**config.mk**
```make
export PLATFORM = sky130hd
export DESIGN_NAME = tile_raster_sched
export DESIGN_NICKNAME = d
export VERILOG_FILES = /design/src/rtl/trs_pkg.sv /design/src/rtl/tile_geom.sv /design/src/rtl/col_ctx_store.sv /design/src/rtl/tile_raster_sched.sv
export SDC_FILE = /design/constraint.sdc
export NUM_CORES = 1
export LEC_CHECK = 0
export BUFFER_PORTS_ARGS = -buffer_cell sky130_fd_sc_hd__buf_4
export CAP_MARGIN = 30
export CORE_UTILIZATION = 50
export DETAILED_ROUTE_END_ITERATION = 8
export PLACE_DENSITY = 0.78
export SYNTH_ARGS = -nofsm -noshare
export SYNTH_HDL_FRONTEND = slang
export SYNTH_SLANG_ARGS = --single-unit
```
**constraint.sdc**
```tcl
create_clock -name clk -period 13 [get_ports clk]
set_input_delay 2.6 -clock clk [delete_from_list [all_inputs] [get_ports clk]]
set_output_delay 2.6 -clock clk [all_outputs]
set_load 0.01 [all_outputs]
```
**src/rtl/trs_pkg.sv**
```systemverilog
package trs_pkg;
  typedef enum logic [1:0] {
    OP_DECODE  = 2'd0,
    OP_INIT    = 2'd1,
    OP_SAVE    = 2'd2,
    OP_RESTORE = 2'd3
  } op_e;
endpackage

```
**src/rtl/tile_geom.sv**
```systemverilog
// Grid arithmetic: segment bounds, tile-scan CTB address, tile index, entry pointer.
module tile_geom #(
  parameter int MAX_COLS = 4,
  parameter int MAX_ROWS = 4,
  parameter int DIM_W    = 5,
  parameter int PTR_W    = 24,
  parameter int NC_W     = 3,
  parameter int NR_W     = 3,
  parameter int TX_W     = 2,
  parameter int TY_W     = 2,
  parameter int PD_W     = 7,
  parameter int ADDR_W   = 14,
  parameter int TILE_W   = 4,
  localparam int MAX_TILES = MAX_COLS * MAX_ROWS
) (
  input  logic [NC_W-1:0]                  cfg_cols,
  input  logic [NR_W-1:0]                  cfg_rows,
  input  logic [MAX_COLS*DIM_W-1:0]        cfg_col_w,
  input  logic [MAX_ROWS*DIM_W-1:0]        cfg_row_h,
  input  logic [PTR_W-1:0]                 cfg_hdr_end,
  input  logic [(MAX_TILES-1)*PTR_W-1:0]   cfg_entry_ofs,
  input  logic [TX_W-1:0]                  tx,
  input  logic [TY_W-1:0]                  ty,
  input  logic [PD_W-1:0]                  y,
  input  logic [DIM_W-1:0]                 xx,
  output logic [DIM_W-1:0]                 seg_w,
  output logic [PD_W-1:0]                  row_first,
  output logic [PD_W-1:0]                  row_last,
  output logic [PD_W-1:0]                  pic_last,
  output logic [ADDR_W-1:0]                ctb,
  output logic [TILE_W-1:0]                tile,
  output logic [PTR_W-1:0]                 entry_ptr
);
  logic [PD_W-1:0]  cs, pw, rs, ph;
  logic [DIM_W-1:0] rh;
  logic [PTR_W-1:0] ofs_sel;

  always_comb begin
    cs = '0; pw = '0; seg_w = '0;
    for (int i = 0; i < MAX_COLS; i++) begin
      if (i < int'(tx))       cs = cs + PD_W'(cfg_col_w[i*DIM_W +: DIM_W]);
      if (i < int'(cfg_cols)) pw = pw + PD_W'(cfg_col_w[i*DIM_W +: DIM_W]);
      if (i == int'(tx))      seg_w = cfg_col_w[i*DIM_W +: DIM_W];
    end
  end

  always_comb begin
    rs = '0; ph = '0; rh = '0;
    for (int j = 0; j < MAX_ROWS; j++) begin
      if (j < int'(ty))       rs = rs + PD_W'(cfg_row_h[j*DIM_W +: DIM_W]);
      if (j < int'(cfg_rows)) ph = ph + PD_W'(cfg_row_h[j*DIM_W +: DIM_W]);
      if (j == int'(ty))      rh = cfg_row_h[j*DIM_W +: DIM_W];
    end
  end

  assign row_first = rs;
  assign row_last  = rs + PD_W'(rh) - PD_W'(1);
  assign pic_last  = ph - PD_W'(1);

  // Tiles above, tiles to the left in this tile row, rows above in this tile, then x.
  assign ctb = ADDR_W'(pw) * ADDR_W'(rs)
             + ADDR_W'(rh) * ADDR_W'(cs)
             + ADDR_W'(y - rs) * ADDR_W'(seg_w)
             + ADDR_W'(xx);

  assign tile = TILE_W'(int'(ty) * int'(cfg_cols) + int'(tx));

  always_comb begin
    ofs_sel = '0;
    for (int k = 1; k < MAX_TILES; k++)
      if (int'(tile) == k) ofs_sel = cfg_entry_ofs[(k-1)*PTR_W +: PTR_W];
  end

  assign entry_ptr = cfg_hdr_end + ofs_sel;
endmodule

```
**src/rtl/col_ctx_store.sv**
```systemverilog
// One saved read pointer and context handle per tile column.
module col_ctx_store #(
  parameter int MAX_COLS = 4,
  parameter int TX_W     = 2,
  parameter int PTR_W    = 24,
  parameter int CTX_W    = 8
) (
  input  logic             clk,
  input  logic             rst_n,
  input  logic             clr,
  input  logic             wr_en,
  input  logic [TX_W-1:0]  wr_col,
  input  logic [PTR_W-1:0] wr_ptr,
  input  logic [CTX_W-1:0] wr_ctx,
  input  logic [TX_W-1:0]  rd_col,
  output logic [PTR_W-1:0] rd_ptr,
  output logic [CTX_W-1:0] rd_ctx
);
  logic [PTR_W-1:0] ptr_q [MAX_COLS];
  logic [CTX_W-1:0] ctx_q [MAX_COLS];
  logic [MAX_COLS-1:0] ok_q;

  for (genvar g = 0; g < MAX_COLS; g++) begin : g_col
    always_ff @(posedge clk or negedge rst_n) begin
      if (!rst_n) begin
        ok_q[g]  <= 1'b0;
        ptr_q[g] <= '0;
        ctx_q[g] <= '0;
      end else if (clr) begin
        ok_q[g]  <= 1'b0;
      end else if (wr_en && wr_col == TX_W'(g)) begin
        ok_q[g]  <= 1'b1;
        ptr_q[g] <= wr_ptr;
        ctx_q[g] <= wr_ctx;
      end
    end
  end

  always_comb begin
    rd_ptr = '0;
    rd_ctx = '0;
    for (int i = 0; i < MAX_COLS; i++)
      if (rd_col == TX_W'(i) && ok_q[i]) begin
        rd_ptr = ptr_q[i];
        rd_ctx = ctx_q[i];
      end
  end
endmodule

```
**src/rtl/tile_raster_sched.sv**
```systemverilog
module tile_raster_sched #(
  parameter int MAX_COLS = 4,
  parameter int MAX_ROWS = 4,
  parameter int DIM_W    = 5,
  parameter int PTR_W    = 24,
  parameter int CTX_W    = 8,
  localparam int MAX_TILES = MAX_COLS * MAX_ROWS,
  localparam int NC_W   = $clog2(MAX_COLS + 1),
  localparam int NR_W   = $clog2(MAX_ROWS + 1),
  localparam int TX_W   = $clog2(MAX_COLS),
  localparam int TY_W   = $clog2(MAX_ROWS),
  localparam int TILE_W = $clog2(MAX_TILES),
  localparam int PD_W   = DIM_W + $clog2(MAX_COLS > MAX_ROWS ? MAX_COLS : MAX_ROWS),
  localparam int ADDR_W = 2 * PD_W
) (
  input  logic                            clk,
  input  logic                            rst_n,
  input  logic                            start,
  output logic                            busy,
  output logic                            done,
  input  logic [NC_W-1:0]                 cfg_cols,
  input  logic [NR_W-1:0]                 cfg_rows,
  input  logic [MAX_COLS*DIM_W-1:0]       cfg_col_w,
  input  logic [MAX_ROWS*DIM_W-1:0]       cfg_row_h,
  input  logic [PTR_W-1:0]                cfg_hdr_end,
  input  logic [(MAX_TILES-1)*PTR_W-1:0]  cfg_entry_ofs,
  output logic                            cmd_valid,
  input  logic                            cmd_ready,
  output logic [1:0]                      cmd_op,
  output logic [TILE_W-1:0]               cmd_tile,
  output logic [ADDR_W-1:0]               cmd_ctb,
  output logic [PTR_W-1:0]                cmd_ptr,
  output logic [CTX_W-1:0]                cmd_ctx,
  input  logic                            sv_valid,
  output logic                            sv_ready,
  input  logic [PTR_W-1:0]                sv_ptr,
  input  logic [CTX_W-1:0]                sv_ctx
);
  import trs_pkg::*;

  typedef enum logic [2:0] {
    S_IDLE, S_OPEN, S_ENTRY, S_DEC, S_SAVE, S_WAIT, S_NEXT, S_DONE
  } st_e;

  st_e               st;
  logic [PD_W-1:0]   y;
  logic [TX_W-1:0]   tx;
  logic [TY_W-1:0]   ty;
  logic [DIM_W-1:0]  xx;
  logic [TILE_W-1:0] prev_tile;
  logic              prev_ok;
  op_e               ent_op;

  logic [DIM_W-1:0]  seg_w;
  logic [PD_W-1:0]   row_first, row_last, pic_last;
  logic [ADDR_W-1:0] ctb;
  logic [TILE_W-1:0] tile;
  logic [PTR_W-1:0]  entry_ptr, rd_ptr;
  logic [CTX_W-1:0]  rd_ctx;
  logic              last_col, multi_col, store_clr, store_wr;

  tile_geom #(
    .MAX_COLS(MAX_COLS), .MAX_ROWS(MAX_ROWS), .DIM_W(DIM_W), .PTR_W(PTR_W),
    .NC_W(NC_W), .NR_W(NR_W), .TX_W(TX_W), .TY_W(TY_W), .PD_W(PD_W),
    .ADDR_W(ADDR_W), .TILE_W(TILE_W)
  ) u_geom (
    .cfg_cols(cfg_cols), .cfg_rows(cfg_rows), .cfg_col_w(cfg_col_w),
    .cfg_row_h(cfg_row_h), .cfg_hdr_end(cfg_hdr_end), .cfg_entry_ofs(cfg_entry_ofs),
    .tx(tx), .ty(ty), .y(y), .xx(xx),
    .seg_w(seg_w), .row_first(row_first), .row_last(row_last), .pic_last(pic_last),
    .ctb(ctb), .tile(tile), .entry_ptr(entry_ptr)
  );

  assign last_col  = (int'(tx) == int'(cfg_cols) - 1);
  assign multi_col = (int'(cfg_cols) > 1);
  assign store_clr = (st == S_IDLE && start) || (st == S_NEXT && last_col && y == row_last);
  assign store_wr  = (st == S_WAIT) && sv_valid;

  col_ctx_store #(
    .MAX_COLS(MAX_COLS), .TX_W(TX_W), .PTR_W(PTR_W), .CTX_W(CTX_W)
  ) u_store (
    .clk(clk), .rst_n(rst_n), .clr(store_clr), .wr_en(store_wr), .wr_col(tx),
    .wr_ptr(sv_ptr), .wr_ctx(sv_ctx), .rd_col(tx), .rd_ptr(rd_ptr), .rd_ctx(rd_ctx)
  );

  always_ff @(posedge clk or negedge rst_n) begin
    if (!rst_n) begin
      st        <= S_IDLE;
      y         <= '0;
      tx        <= '0;
      ty        <= '0;
      xx        <= '0;
      prev_tile <= '0;
      prev_ok   <= 1'b0;
      ent_op    <= OP_INIT;
    end else begin
      case (st)
        S_IDLE: if (start) begin
          y       <= '0;
          tx      <= '0;
          ty      <= '0;
          xx      <= '0;
          prev_ok <= 1'b0;
          st      <= S_OPEN;
        end
        S_OPEN: begin
          if (y == row_first) begin
            ent_op <= OP_INIT;
            st     <= S_ENTRY;
          end else if (!(prev_ok && prev_tile == tile)) begin
            ent_op <= OP_RESTORE;
            st     <= S_ENTRY;
          end else begin
            st <= S_DEC;
          end
        end
        S_ENTRY: if (cmd_ready) st <= S_DEC;
        S_DEC: if (cmd_ready) begin
          if (xx == seg_w - DIM_W'(1)) begin
            st <= (y != row_last && multi_col) ? S_SAVE : S_NEXT;
          end else begin
            xx <= xx + DIM_W'(1);
          end
        end
        S_SAVE: if (cmd_ready) st <= S_WAIT;
        S_WAIT: if (sv_valid) st <= S_NEXT;
        S_NEXT: begin
          prev_tile <= tile;
          prev_ok   <= 1'b1;
          xx        <= '0;
          if (last_col) begin
            tx <= '0;
            if (y == pic_last) begin
              st <= S_DONE;
            end else begin
              y <= y + PD_W'(1);
              if (y == row_last) ty <= ty + TY_W'(1);
              st <= S_OPEN;
            end
          end else begin
            tx <= tx + TX_W'(1);
            st <= S_OPEN;
          end
        end
        S_DONE: st <= S_IDLE;
        default: st <= S_IDLE;
      endcase
    end
  end

  always_comb begin
    cmd_valid = (st == S_ENTRY) || (st == S_DEC) || (st == S_SAVE);
    cmd_tile  = tile;
    cmd_ctb   = '0;
    cmd_ptr   = '0;
    cmd_ctx   = '0;
    cmd_op    = OP_DECODE;
    case (st)
      S_ENTRY: begin
        cmd_op = ent_op;
        if (ent_op == OP_RESTORE) begin
          cmd_ptr = rd_ptr;
          cmd_ctx = rd_ctx;
        end else begin
          cmd_ptr = entry_ptr;
        end
      end
      S_DEC:  cmd_ctb = ctb;
      S_SAVE: cmd_op = OP_SAVE;
      default: ;
    endcase
  end

  assign sv_ready = (st == S_WAIT);
  assign busy     = (st != S_IDLE);
  assign done     = (st == S_DONE);
endmodule

```
==> out/summary.txt <==
Max Cap Viol: 0
Die Y: 205 um
CP Launch Type: primary input
Final ANT Viol Nets: 0
H-tree Lvls: 4
DRC: 0
Clock Path Buffers: 2
Setup WS post-layout: -0.321 ns
Count of hold-fix buffers inserted at cts: 0
Slew headroom: 0.346
Min-Delay Startpoint: u_store.ok_q[3]
Worst skew pair latency: 0.44 ns
Reg-to-reg startpoint: ty[1]
DP HPWL: 74.2 mm
Mapped Area: 0.0206 mm2
Reg2reg path depth: 29
Post-DR wirelength/cell: 25.4 um
Clock transition at the registers of the reported paths: 0.07 ns
Root Driver: clkbuf_16
Die area: 0.0420 mm2
Max frequency: 75.1 MHz
Total Wirelength: 91.3 mm
Final setup skew: 0.0230 ns
R2r setup slk: 6.42 ns
Global-route wire length before repair: 133 mm
Average cell area after synthesis: 8.45 um2
CTS tree: built
RSZ-0062 raised after global routing: true
Outcome: complete, but fails checks
Period utilization: 1.02
CP peak stage delay: 0.55 ns
Seq. cell area: 0.00393 mm2
# clock sinks: 157
Final hold viol count: 0
GRT overflow: 0
Layout area overhead: 33.9%
Min Tclk post-route: 13.32 ns
Cell Rows: 73
Class of the most critical setup path: primary input to primary output
Vias in the first global route: 21800
Worst reg2reg path endpoint: ty[1]
Drt pass-1 iters: 7
Hold Path Class: flop to flop
Ys flop type: dfrtp_1
WP data required: 10.40 ns
Largest net degree at the start of global routing: 90
Fill cells: 3176
Distinct cells, synth: 84
Starting density of the core: 0.512
CP arrival: 10.72 ns
Max-slew violations: 0
Failing checks: setup timing
Slowest cell on the critical path: fa_1
Syn_nets: 3189
DR vias/cell: 6.08
Seq/Total Area, Yosys: 0.191
CP Max Fanout: 4
Setup tns final: -0.952 ns
Total Routing Usage GR: 0.429
Endpoints failing setup: 6
Post-synth EDFFs: 0
Placed cells: 3510
Port Buf Inserts: 522
Worst Hold Depth: 1
Hold Path End: u_store.ok_q[3]
CTS Buf Count: 17
DR vias: 21800
Footprint of the multi-input gates: 0.0160 mm2
Share of layout cells above drive strength 1: 0.355
Top cell by count, worst path: fa_1
Post-synth ARST share: 1.00
IO Pins: 523
Slew @ Worst Pin: 0.978 ns
Iteration-0 DRC count of the detailed router: 2443
Synth Instances: 2435
Fin nets: 3792
Antenna violations before repair: 13
Non-Filler Instances: 3588
Die Span X: 205 um
GPL Wtd Cong: 1.09
Flip-flop and latch count after synthesis: 157
YS warnings: 0
Core area: 0.0402 mm2
CP Capture Type: primary output
Fin util: 0.685
==> through the flow <==
step                      area, um2  hold slack [ns]  setup slack (ns)
after CTS                     27300            0.502            -0.109
after floorplan               20700            0.447           0.00655
after global routing          27500            0.519            -0.607
final                         27500            0.506            -0.321
after detailed placement      26000            0.479            -0.611
after global placement        26000            0.466            -0.365
==> placed cells by master (no fill, tap or decap), types with 16 or more instances in the layout <==
master,netlist,final
nor2b_1,61,57
ha_1,161,143
mux2i_1,31,28
nor2_1,264,260
a211oi_1,25,25
o21ai_0,116,106
inv_1,241,222
o21a_1,18,18
clkbuf_16,0,17
a21oi_1,153,134
mux2_2,181,180
xnor2_1,74,65
buf_4,1,695
a221oi_1,46,46
o22ai_1,25,25
inv_2,3,19
a22oi_1,40,40
ha_4,0,18
nand2b_1,52,50
xor2_1,33,26
a21o_1,25,23
nor3_1,36,32
nand3_1,33,32
fa_1,126,118
a21oi_2,0,16
dfrtp_1,157,157
nand2_1,177,173
==> logic make-up (layout without fill, tap and decap cells) <==
kind of cell	Yosys count	in the layout	synth area share
and+or+nand+nor	708	708	0.160
xor gates and xnor gates	107	107	0.0456
muxes	222	222	0.125
AOI/OAI and AO/OA	585	585	0.189
buffers and inverters	365	981	0.0670
adders and majority gates	291	291	0.222
DFF	157	157	0.191
other	0	12	0
==> worst max path at each step <==
stage | cells past startpoint | from | to | slack (ns)
final | 40 | cfg_cols[2] | cmd_ctb[12] | -0.32
after CTS | 36 | cfg_row_h[0] | cmd_ctb[12] | -0.11
after floorplan | 37 | cfg_row_h[0] | cmd_ctb[13] | 0.007
after detailed placement | 39 | cfg_cols[1] | cmd_ctb[12] | -0.61
after global placement | 40 | cfg_row_h[0] | cmd_ctb[12] | -0.37
after global routing | 41 | cfg_row_h[0] | cmd_ctb[12] | -0.61
==> area by class of cell <==
type | instances | area share
well taps | 525 | 0.0238
multi-input cells | 1913 | 0.581
clock buffers | 17 | 0.0154
clock inverters | 15 | 0.00686
flip-flops and latches | 157 | 0.143
repair buffers | 705 | 0.194
diodes | 12 | 0.00109
inverters | 244 | 0.0344
==> registers in the layout, summed over array words and instances (netlist names) <==
| name | cells |
|---|---|
| prev_tile | 4 |
| ent_op | 1 |
| xx | 5 |
| prev_ok | 1 |
| u_store.ctx_q | 32 |
| ty | 2 |
| y | 7 |
| u_store.ok_q | 4 |
| u_store.ptr_q | 96 |
| st | 3 |
| tx | 2 |
==> worst max-delay path, delay by kind of cell <==
| family | cells | cell delay, ns |
|---|---|---|
| xor gates and xnor gates | 2 | 0.30 |
| muxes | 1 | 0.20 |
| buffers and inverters | 9 | 0.70 |
| and+or+nand+nor | 7 | 0.77 |
| adders and majority gates | 11 | 4.69 |
| AOI/OAI and AO/OA | 10 | 1.43 |
==> metal layers <==
layer | part of all wire | global-route usage | wire length, um
met1 | 0.40 | 0.553 | 36200
met4 | 0.055 | 0.206 | 4990
met2 | 0.45 | 0.674 | 40700
met3 | 0.10 | 0.103 | 9290
met5 | 0.00080 | 0 | 73
==> cells in the mapped netlist (16+ instances only) <==
cell type	count	area share
nor3_1	36	0.0088
dfrtp_1	157	0.19
a22oi_1	40	0.015
xor2_1	33	0.014
nand2_1	177	0.032
nand2b_1	52	0.016
a221oi_1	46	0.020
ha_1	161	0.098
buf_1	27	0.0049
o21a_1	18	0.0066
xnor2_1	74	0.032
nor2_1	264	0.048
nor2b_1	61	0.019
a211oi_1	25	0.0091
nand3_1	33	0.0080
clkbuf_1	89	0.016
o311ai_0	16	0.0068
fa_1	126	0.12
o21ai_0	116	0.028
a21oi_1	153	0.037
inv_1	241	0.044
o22ai_1	25	0.0076
mux2_2	181	0.099
mux2i_1	31	0.015
a21o_1	25	0.0091
==> what timing repair did <==
item / in CTS / in global routing
resized for setup: 88 / 56
setup endpoints to repair: 6 / 7
setup buffers: 30 / 10
pin swaps: 82 / 53
gates cloned: 0 / 0
Power is not shown: default switching activity piles up to over one toggle a cycle in this logic, so the estimate is an artifact.
